==> config.mk <==
export PLATFORM = sky130hd
export DESIGN_NAME = cmp_freq_channel
export DESIGN_NICKNAME = d
export VERILOG_FILES = /design/src/rtl/cmpch_pkg.sv /design/src/rtl/cmpch_dp.sv /design/src/rtl/cmpch_ctrl.sv /design/src/rtl/cmp_freq_channel.sv
export SDC_FILE = /design/constraint.sdc
export NUM_CORES = 1
export LEC_CHECK = 0
export BUFFER_PORTS_ARGS = -buffer_cell sky130_fd_sc_hd__buf_2
export CAP_MARGIN = 20
export CORE_MARGIN = 8
export CORE_UTILIZATION = 47
export DETAILED_ROUTE_END_ITERATION = 16
export PLACE_DENSITY = 0.85
export SLEW_MARGIN = 20
export SYNTH_ARGS = -nofsm -noshare
export SYNTH_HDL_FRONTEND = slang
export SYNTH_SLANG_ARGS = --single-unit
==> constraint.sdc <==
create_clock -name clk -period 1.7 [get_ports clk]
set_input_delay 0.51 -clock clk [delete_from_list [all_inputs] [get_ports clk]]
set_output_delay 0.51 -clock clk [all_outputs]
set_load 0.02 [all_outputs]
==> src/rtl/cmpch_pkg.sv <==
package cmpch_pkg;
  localparam int MODE_W   = 4;
  localparam int BIT_FLAG = 0;
  localparam int BIT_SQW  = 1;
  localparam int BIT_TOG  = 2;
  localparam int BIT_ARM  = 3;

  // strobes from control to datapath
  typedef struct packed {
    logic loadLo;
    logic loadHi;
    logic stepLo;
    logic flipPin;
  } dpCtl_t;

  // compare results from datapath to control (already qualified by timerAdv)
  typedef struct packed {
    logic lowHit;
    logic fullHit;
  } dpHit_t;
endpackage

==> src/rtl/cmpch_dp.sv <==
module cmpch_dp
  import cmpch_pkg::*;
#(
  parameter int TIMER_W = 16
) (
  input  logic                 clk,
  input  logic                 rstN,
  input  logic [TIMER_W-1:0]   timerVal,
  input  logic                 timerAdv,
  input  logic [TIMER_W/2-1:0] wrByte,
  input  dpCtl_t               ctl,
  output dpHit_t               hit,
  output logic                 pinOut
);
  localparam int HALF_W = TIMER_W / 2;

  logic [HALF_W-1:0] cmpLo;
  logic [HALF_W-1:0] cmpHi;
  logic              pinReg;

  always_ff @(posedge clk) begin
    if (!rstN) begin
      cmpLo  <= '0;
      cmpHi  <= '0;
      pinReg <= 1'b0;
    end else begin
      if (ctl.loadLo)      cmpLo <= wrByte;
      else if (ctl.stepLo) cmpLo <= cmpLo + cmpHi;  // offset 0 wraps to a full 256 step
      if (ctl.loadHi)      cmpHi <= wrByte;
      if (ctl.flipPin)     pinReg <= ~pinReg;
    end
  end

  always_comb begin
    hit.lowHit  = timerAdv && (timerVal[HALF_W-1:0] == cmpLo);
    hit.fullHit = timerAdv && (timerVal == {cmpHi, cmpLo});
  end

  assign pinOut = pinReg;

  AST_NO_ADV_NO_FLIP: assert property (@(posedge clk) disable iff (!rstN)
    !timerAdv |=> $stable(pinOut));

  AST_FLIP_NEEDS_HIT: assert property (@(posedge clk) disable iff (!rstN)
    (!hit.lowHit && !hit.fullHit) |=> $stable(pinOut));
endmodule

==> src/rtl/cmpch_ctrl.sv <==
module cmpch_ctrl
  import cmpch_pkg::*;
(
  input  logic              clk,
  input  logic              rstN,
  input  logic              modeWe,
  input  logic [MODE_W-1:0] modeIn,
  input  logic              lowWe,
  input  logic              highWe,
  input  logic              flagClr,
  input  dpHit_t            hit,
  output dpCtl_t            ctl,
  output logic              matchFlag
);
  logic armed;
  logic togEn;
  logic sqwSel;
  logic flagEn;
  logic flagReg;
  logic sqwMode;
  logic hsMode;
  logic flagSet;

  always_comb begin
    sqwMode = armed && togEn && sqwSel;
    hsMode  = armed && togEn && !sqwSel;
    flagSet = armed && flagEn && hit.fullHit;
    ctl.loadLo  = lowWe;
    ctl.loadHi  = highWe;
    ctl.stepLo  = sqwMode && hit.lowHit;
    ctl.flipPin = (sqwMode && hit.lowHit) || (hsMode && hit.fullHit);
  end

  always_ff @(posedge clk) begin
    if (!rstN) begin
      armed   <= 1'b0;
      togEn   <= 1'b0;
      sqwSel  <= 1'b0;
      flagEn  <= 1'b0;
      flagReg <= 1'b0;
    end else begin
      if (modeWe) begin
        togEn  <= modeIn[BIT_TOG];
        sqwSel <= modeIn[BIT_SQW];
        flagEn <= modeIn[BIT_FLAG];
      end
      // arm priority: high-byte write, then low-byte write, then mode write
      if (highWe)      armed <= 1'b1;
      else if (lowWe)  armed <= 1'b0;
      else if (modeWe) armed <= modeIn[BIT_ARM];
      if (flagSet)      flagReg <= 1'b1;
      else if (flagClr) flagReg <= 1'b0;
    end
  end

  assign matchFlag = flagReg;

  AST_FLAG_STICKY: assert property (@(posedge clk) disable iff (!rstN)
    (matchFlag && !flagClr) |=> matchFlag);

  AST_LOW_WRITE_DISARMS: assert property (@(posedge clk) disable iff (!rstN)
    (lowWe && !highWe) |=> !ctl.flipPin);

  AST_HS_NEEDS_FULL: assert property (@(posedge clk) disable iff (!rstN)
    (hsMode && !hit.fullHit) |-> !ctl.flipPin);

  AST_DISARMED_HOLDS: assert property (@(posedge clk) disable iff (!rstN)
    !armed |-> !ctl.flipPin);

  AST_FLAG_FULL_ONLY: assert property (@(posedge clk) disable iff (!rstN)
    (!matchFlag && !hit.fullHit) |=> !matchFlag);
endmodule

==> src/rtl/cmp_freq_channel.sv <==
module cmp_freq_channel
  import cmpch_pkg::*;
#(
  parameter int TIMER_W = 16
) (
  input  logic                 clk,
  input  logic                 rstN,
  input  logic [TIMER_W-1:0]   timerVal,
  input  logic                 timerAdv,
  input  logic                 modeWe,
  input  logic [MODE_W-1:0]    modeIn,
  input  logic                 lowWe,
  input  logic                 highWe,
  input  logic [TIMER_W/2-1:0] wrByte,
  input  logic                 flagClr,
  output logic                 pinOut,
  output logic                 matchFlag
);
  dpCtl_t ctl;
  dpHit_t hit;

  cmpch_ctrl i_ctrl (
    .clk       (clk),
    .rstN      (rstN),
    .modeWe    (modeWe),
    .modeIn    (modeIn),
    .lowWe     (lowWe),
    .highWe    (highWe),
    .flagClr   (flagClr),
    .hit       (hit),
    .ctl       (ctl),
    .matchFlag (matchFlag)
  );

  cmpch_dp #(.TIMER_W(TIMER_W)) i_dp (
    .clk      (clk),
    .rstN     (rstN),
    .timerVal (timerVal),
    .timerAdv (timerAdv),
    .wrByte   (wrByte),
    .ctl      (ctl),
    .hit      (hit),
    .pinOut   (pinOut)
  );
endmodule

==> results of run 1 <==
==> worst max-delay path, stage by stage (launching register included) <==
cell,delay (ps)
dfxtp_2,360
buf_6,130
xnor2_4,130
nand3_2,110
nor4_4,280
buf_4,190
nand3_4,90
or3_1,350
a31oi_1,150
==> power breakdown <==
part / internal (uW) / switching (uW)
Sequential: 546 / 35.5
Clock: 82.9 / 157
Combinational: 172 / 143
==> state kept, by name, indices dropped and copies added, names as in the netlist <==
name and flops:
i_dp.pinOut 1, i_ctrl.togEn 1, i_ctrl.armed 1, i_ctrl.sqwSel 1, i_ctrl.flagEn 1, i_ctrl.matchFlag 1
i_dp.cmpHi 8, i_dp.cmpLo 8
==> kinds of logic after synthesis <==
| kind of cell | after synthesis | synth area share, % |
|---|---|---|
| xor gates and xnor gates | 21 | 13.30 |
| AOI/OAI and AO/OA | 33 | 14.57 |
| adders and majority gates | 8 | 7.783 |
| DFF | 22 | 31.86 |
| muxes | 17 | 12.31 |
| and+or+nand+nor | 37 | 16.38 |
| buffers and inverters | 12 | 3.801 |
==> worst max path at each step <==
stage | start | to | slack (ps) | cells past startpoint
floorplan | timerVal[2] | i_dp.cmpLo[1]$_SDFFE_PN0P_ | -40 | 7
global placement | timerVal[2] | i_dp.cmpLo[2]$_SDFFE_PN0P_ | -220 | 8
detailed placement | timerVal[2] | i_dp.cmpLo[3]$_SDFFE_PN0P_ | -300 | 8
CTS | i_dp.cmpHi[0]$_SDFFE_PN0P_ | i_dp.cmpLo[6]$_SDFFE_PN0P_ | -60 | 9
global route | i_dp.cmpHi[1]$_SDFFE_PN0P_ | i_dp.cmpLo[6]$_SDFFE_PN0P_ | -220 | 8
finish | i_dp.cmpLo[0]$_SDFFE_PN0P_ | i_dp.cmpLo[7]$_SDFFE_PN0P_ | -170 | 8
==> layer usage <==
metal,vias up,GRT usage [%],part of all wire [%]
met5,-,0,0
met4,0,3.125,2.4
met3,10,4.944,6.6
met2,56,27.06,48
met1,614,18.26,43
li1,626,-,-
==> placed cells by master, fill, tap and decap left out, drive strengths merged <==
| cell | Yosys | final |
|---|---|---|
| o21a | 3 | 3 |
| or3 | 1 | 1 |
| a32oi | 1 | 1 |
| inv | 6 | 6 |
| a21oi | 11 | 11 |
| mux2i | 17 | 17 |
| o31a | 1 | 1 |
| and2 | 1 | 1 |
| and3 | 3 | 3 |
| nand2 | 4 | 4 |
| nor3 | 2 | 2 |
| a41o | 2 | 2 |
| o21ai | 11 | 11 |
| xor2 | 1 | 1 |
| nor4 | 2 | 2 |
| nand4 | 2 | 2 |
| nand3b | 1 | 1 |
| buf | 1 | 51 |
| ha | 7 | 7 |
| a31oi | 1 | 1 |
| xnor2 | 20 | 20 |
| a31o | 1 | 1 |
| nor2 | 4 | 4 |
| o211ai | 2 | 2 |
| dfxtp | 22 | 22 |
| clkbuf | 5 | 3 |
| nand3 | 3 | 3 |
| fa | 1 | 1 |
| nor2b | 14 | 14 |
==> what timing repair did <==
action                                  CTS  global route
endpoints found under the setup margin    9             9
endpoints found under the hold margin     0             0
buffers inserted                          1             2
pin swaps                                 6             9
resized for setup                        19             8
==> stage by stage <==
stage                     hold WS (ps)  area [um^2]  instances  setup TNS, ps  util (%)
after CTS                        460.7         1810        229         -189.5     65.09
final                            455.9         1854        229         -729.3     66.67
after detailed placement         517.5         1715        225          -2391     61.67
after global placement           487.6         1715        225          -1787     61.67
after floorplan                  482.4         1421        150         -205.6         -
after global routing             477.5         1854        229          -1333     66.67
==> cell type report <==
cell class	count	area share [%]
clock buffer	3	1.215
sequential	22	24.43
tap	31	2.092
multi-input combinational	116	54.86
timing repair buffer	51	16.19
inverter	6	1.215
==> run summary, run 1 <==
TritonRoute pass-1 iters: 4
Layout Skew: 12.01 ps
dpl ws: -304.2 ps
Synth Flop Type: dfxtp_1
Syn. warnings: 0
WS Path Type: flop to flop
drt drc: 0
P&R area growth vs syn: 34.12%
Data required, critical path: 1940 ps
GRT overflow: 0
multi-input logic area: 0.001017 mm^2
r2r setup slk: -170 ps
Die Wd: 70.24 um
Post-Syn Area: 0.001383 mm^2
peak supply drop: 0.0005845 V
status: complete, but fails checks
number of nets in the layout: 243
Least-Margin Pin Slew: 393.1 ps
crit share post-route: 109.7%
power after layout: 1136 uW
Reg area: 452.9 um^2
final setup fails: 9
cell count after synthesis: 150
GRT Total Usage: 15.62%
Achievable Freq: 536.1 MHz
reg-to-reg critical path startpoint: i_dp.cmpLo[0]$_SDFFE_PN0P_
final worst slack: -165.5 ps
Vias: 1,306
Final Hold Vio Count: 0
row count: 19
clk sink count: 22
clock slew at reported path FFs: 120 ps
Synth top area share: 31.86%
top cells by area, synth: dfxtp_1 (32%), xnor2_1 (13%), mux2i_1 (12%)
first-pass GRT wire length: 6.458 mm
DP HPWL: 2.987 mm
max cap viols: 0
Die H: 70.24 um
share of post-route cells with drive strength above 1: 40.40%
routed len/inst: 17.27 um
crit path DAT: 2110 ps
R2R cell count: 8
post-synthesis net count: 193
Hold EP: i_ctrl.sqwSel$_SDFFE_PN0P_
Post-Syn Area per Cell: 9.217 um^2
CTS Buffer Depth: 2
Clk Latency, worst-skew pair: 310 ps
count of cell types in the netlist: 32
Post-synth EDFFs: 0
vias in the first global route: 1,405
largest net degree at the start of global routing: 16
core region area: 0.002781 mm^2
post-synthesis sequential area ratio: 31.86%
failing checks: setup timing
worst min-delay path startpoint: modeIn[1]
Initial Util: 49.71%
clock root cell: clkbuf_4
CP max FO: 4
Die Area: 0.004933 mm^2
Slew HR: 73.76%
fillers: 231
leakage power: 0.0007867 uW
Via density: 5.703
most common cell in the netlist: dfxtp_1
Buffers on Ports: 36
ant diodes: 0
Worst setup SP type: flop
Num CTS Buffers: 3
Post-Route WL: 3.955 mm
Async SR Flop Fraction: 0%
post-synth top area cell: dfxtp_1
H-tree Lvls: 1
hold_buf cts: 0
synthesized flop and latch total: 22
commonest cells in the synthesized netlist: dfxtp_1 (22), xnor2_1 (20), mux2i_1 (17)
drt first-iter violations: 94
GP Congestion: 0.8742
Hold Crit Depth: 3
CTS tree: done
Hold Crit Class: input pin to flop
RSZ-0062 raised after global routing: yes
CP endpoint kind: flop
cell area power density: 612.8 mW/mm^2
Detail Route Antenna Nets: 0
Final min period: 1865 ps
initial antenna violation count: 0
# IOs: 37
FF-to-FF End: i_dp.cmpLo[7]$_SDFFE_PN0P_
final-report max-slew violation count: 0
Power figures use the tool's default switching activity.
==> run 2, diff against run 1 <==
- BUFFER_PORTS_ARGS: -buffer_cell sky130_fd_sc_hd__buf_2 -> -buffer_cell sky130_fd_sc_hd__clkbuf_2
==> run 2 against run 1 <==
  * The run still ends with setup timing left
  * Register-to-register slack is essentially flat
  * Combinational power rose by 8.6%
  * Cell count grew 2.6%
  * Highest routed layer unchanged
==> run summary, run 2 (synthesized netlist as in run 1, its figures left out) <==
final std cells w/o fill: 235
crit share post-route: 108.9%
RSZ-0062 raised after global routing: yes
row count: 19
H-tree Lvls: 1
number of nets in the layout: 248
Detail Route Antenna Nets: 0
Data required, critical path: 1960 ps
largest net degree at the start of global routing: 21
initial antenna violation count: 0
cell area power density: 625.9 mW/mm^2
DP Area: 0.001708 mm^2
first-pass GRT wire length: 6.430 mm
Largest regs: i_dp.cmpHi x8, i_dp.cmpLo x8
Die H: 70.24 um
Comb pwr share: 27.8%
leakage power: 0.0008239 uW
register share of total power: 47.6%
crit path DAT: 2110 ps
Psw: 367.2 uW
Final min period: 1851 ps
peak supply drop: 0.0006680 V
GP Congestion: 0.9665
Design Area, Final: 0.001964 mm^2
hold_buf cts: 0
CP endpoint kind: flop
Die Area: 0.004933 mm^2
Switching Fraction: 29.86%
clock slew at reported path FFs: 130 ps
share of post-route cells with drive strength above 1: 47.55%
WS Path Type: flop to flop
final setup fails: 9
vias in the first global route: 1,420
Layout Skew: 11.93 ps
# IOs: 37
status: complete, but fails checks
Clk Latency, worst-skew pair: 320 ps
CP max FO: 6
fillers: 214
Hold Crit Depth: 3
clk sink count: 22
drt first-iter violations: 45
CTS Buffer Depth: 2
DP HPWL: 3.053 mm
power after layout: 1230 uW
Buffers on Ports: 36
failing checks: setup timing
clock root cell: clkbuf_4
commonest cells after routing, fill and taps aside: clkbuf_2 (36), buf_4 (17), mux2i_1 (16), xnor2_1 (15), nor2b_1 (13)
Post-Route WL: 4.158 mm
cell-internal power: 862.4 uW
leading cell type in the layout, fill and taps excluded: clkbuf_2
Final Hold Vio Count: 0
Least-Margin Pin Slew: 326.2 ps
placed insts: 224
clock power share: 24.6%
GRT Total Usage: 16.04%
P&R area growth vs syn: 42.08%
Die Wd: 70.24 um
Num CTS Buffers: 3
CTS tree: done
final worst slack: -151.3 ps
Vias: 1,332
TritonRoute pass-1 iters: 4
final-report max-slew violation count: 0
Via density: 5.668
GRT overflow: 0
core region area: 0.002781 mm^2
Initial Util: 49.71%
routed len/inst: 17.69 um
Slew HR: 78.03%
Hold Crit Class: input pin to flop
max cap viols: 0
R2R cell count: 9
ant diodes: 0
drt drc: 0
Achievable Freq: 540.2 MHz
Worst setup SP type: flop
-- run 2: cell count changes in the layout (fill, tap and decap cells not counted), moves of 4 or more --
cell and delta:
dfxtp_4 +4, buf_4 +4, dfxtp_1 -4, buf_2 -36, clkbuf_2 +36
-- run 2: worst paths after layout --
kind | from | endpoint | slack (ps)
setup reg to reg | i_dp.cmpLo[0]$_SDFFE_PN0P_ | i_dp.cmpLo[6]$_SDFFE_PN0P_ | -150
hold reg to reg | i_ctrl.matchFlag$_SDFFE_PN0P_ | i_ctrl.matchFlag$_SDFFE_PN0P_ | 530
hold / removal | modeIn[2] | i_ctrl.togEn$_SDFFE_PN0P_ | 450
setup / recovery | i_dp.cmpLo[0]$_SDFFE_PN0P_ | i_dp.cmpLo[6]$_SDFFE_PN0P_ | -150
-- run 2: routing by layer --
metal | track usage (%) | vias to the layer above | wire [um]
li1 | - | 635 | -
met1 | 17.88 | 627 | 1728
met2 | 27.26 | 53 | 2056
met3 | 3.955 | 17 | 226
met4 | 8.482 | 0 | 147
met5 | 0 | - | 0
-- run 2: critical path, cell delays in order, from the launching register on --
cell	delay, ps
dfxtp_4	380
buf_6	120
xnor2_2	140
nand3_2	120
nor4_4	280
and3_1	220
buf_6	150
buf_6	110
nand3b_1	110
a21oi_2	150
-- run 2: metrics by stage --
step	setup slack [ps]	setup TNS (ps)	utilization, %	hold WS (ps)
global placement	-211.6	-1754	61.40	488.4
CTS	-128.4	-266.8	67.61	449.7
floorplan	-42.88	-205.6	-	482.4
global route	-204.2	-1368	70.63	470.8
detailed placement	-336.7	-2350	61.40	502.5
finish	-151.3	-812.9	70.63	453.7
-- run 2: what timing repair did --
action,in CTS,in global routing
buffers inserted,6,3
gates resized for setup,25,17
pin swaps,14,17
setup endpoints to repair,9,9
hold endpoints to repair,0,0
-- run 2: cell type report --
cell class / count / area, um^2 / share of cell area (%)
Clock buffer: 4 / 36.28 / 1.847
Multi-Input combinational cell: 116 / 1057 / 53.82
Inverter: 6 / 22.52 / 1.146
Timing Repair Buffer: 56 / 341.6 / 17.39
Tap cell: 31 / 38.79 / 1.975
Sequential cell: 22 / 467.9 / 23.82
-- run 2: power groups by stage --
stage / clock (uW) / sequential, uW / combinational, uW
detailed placement: 0 / 589 / 287
global route: 318 / 588 / 368
global placement: 0 / 586 / 270
finish: 303 / 585 / 342
floorplan: 0 / 582 / 175
CTS: 309 / 582 / 315
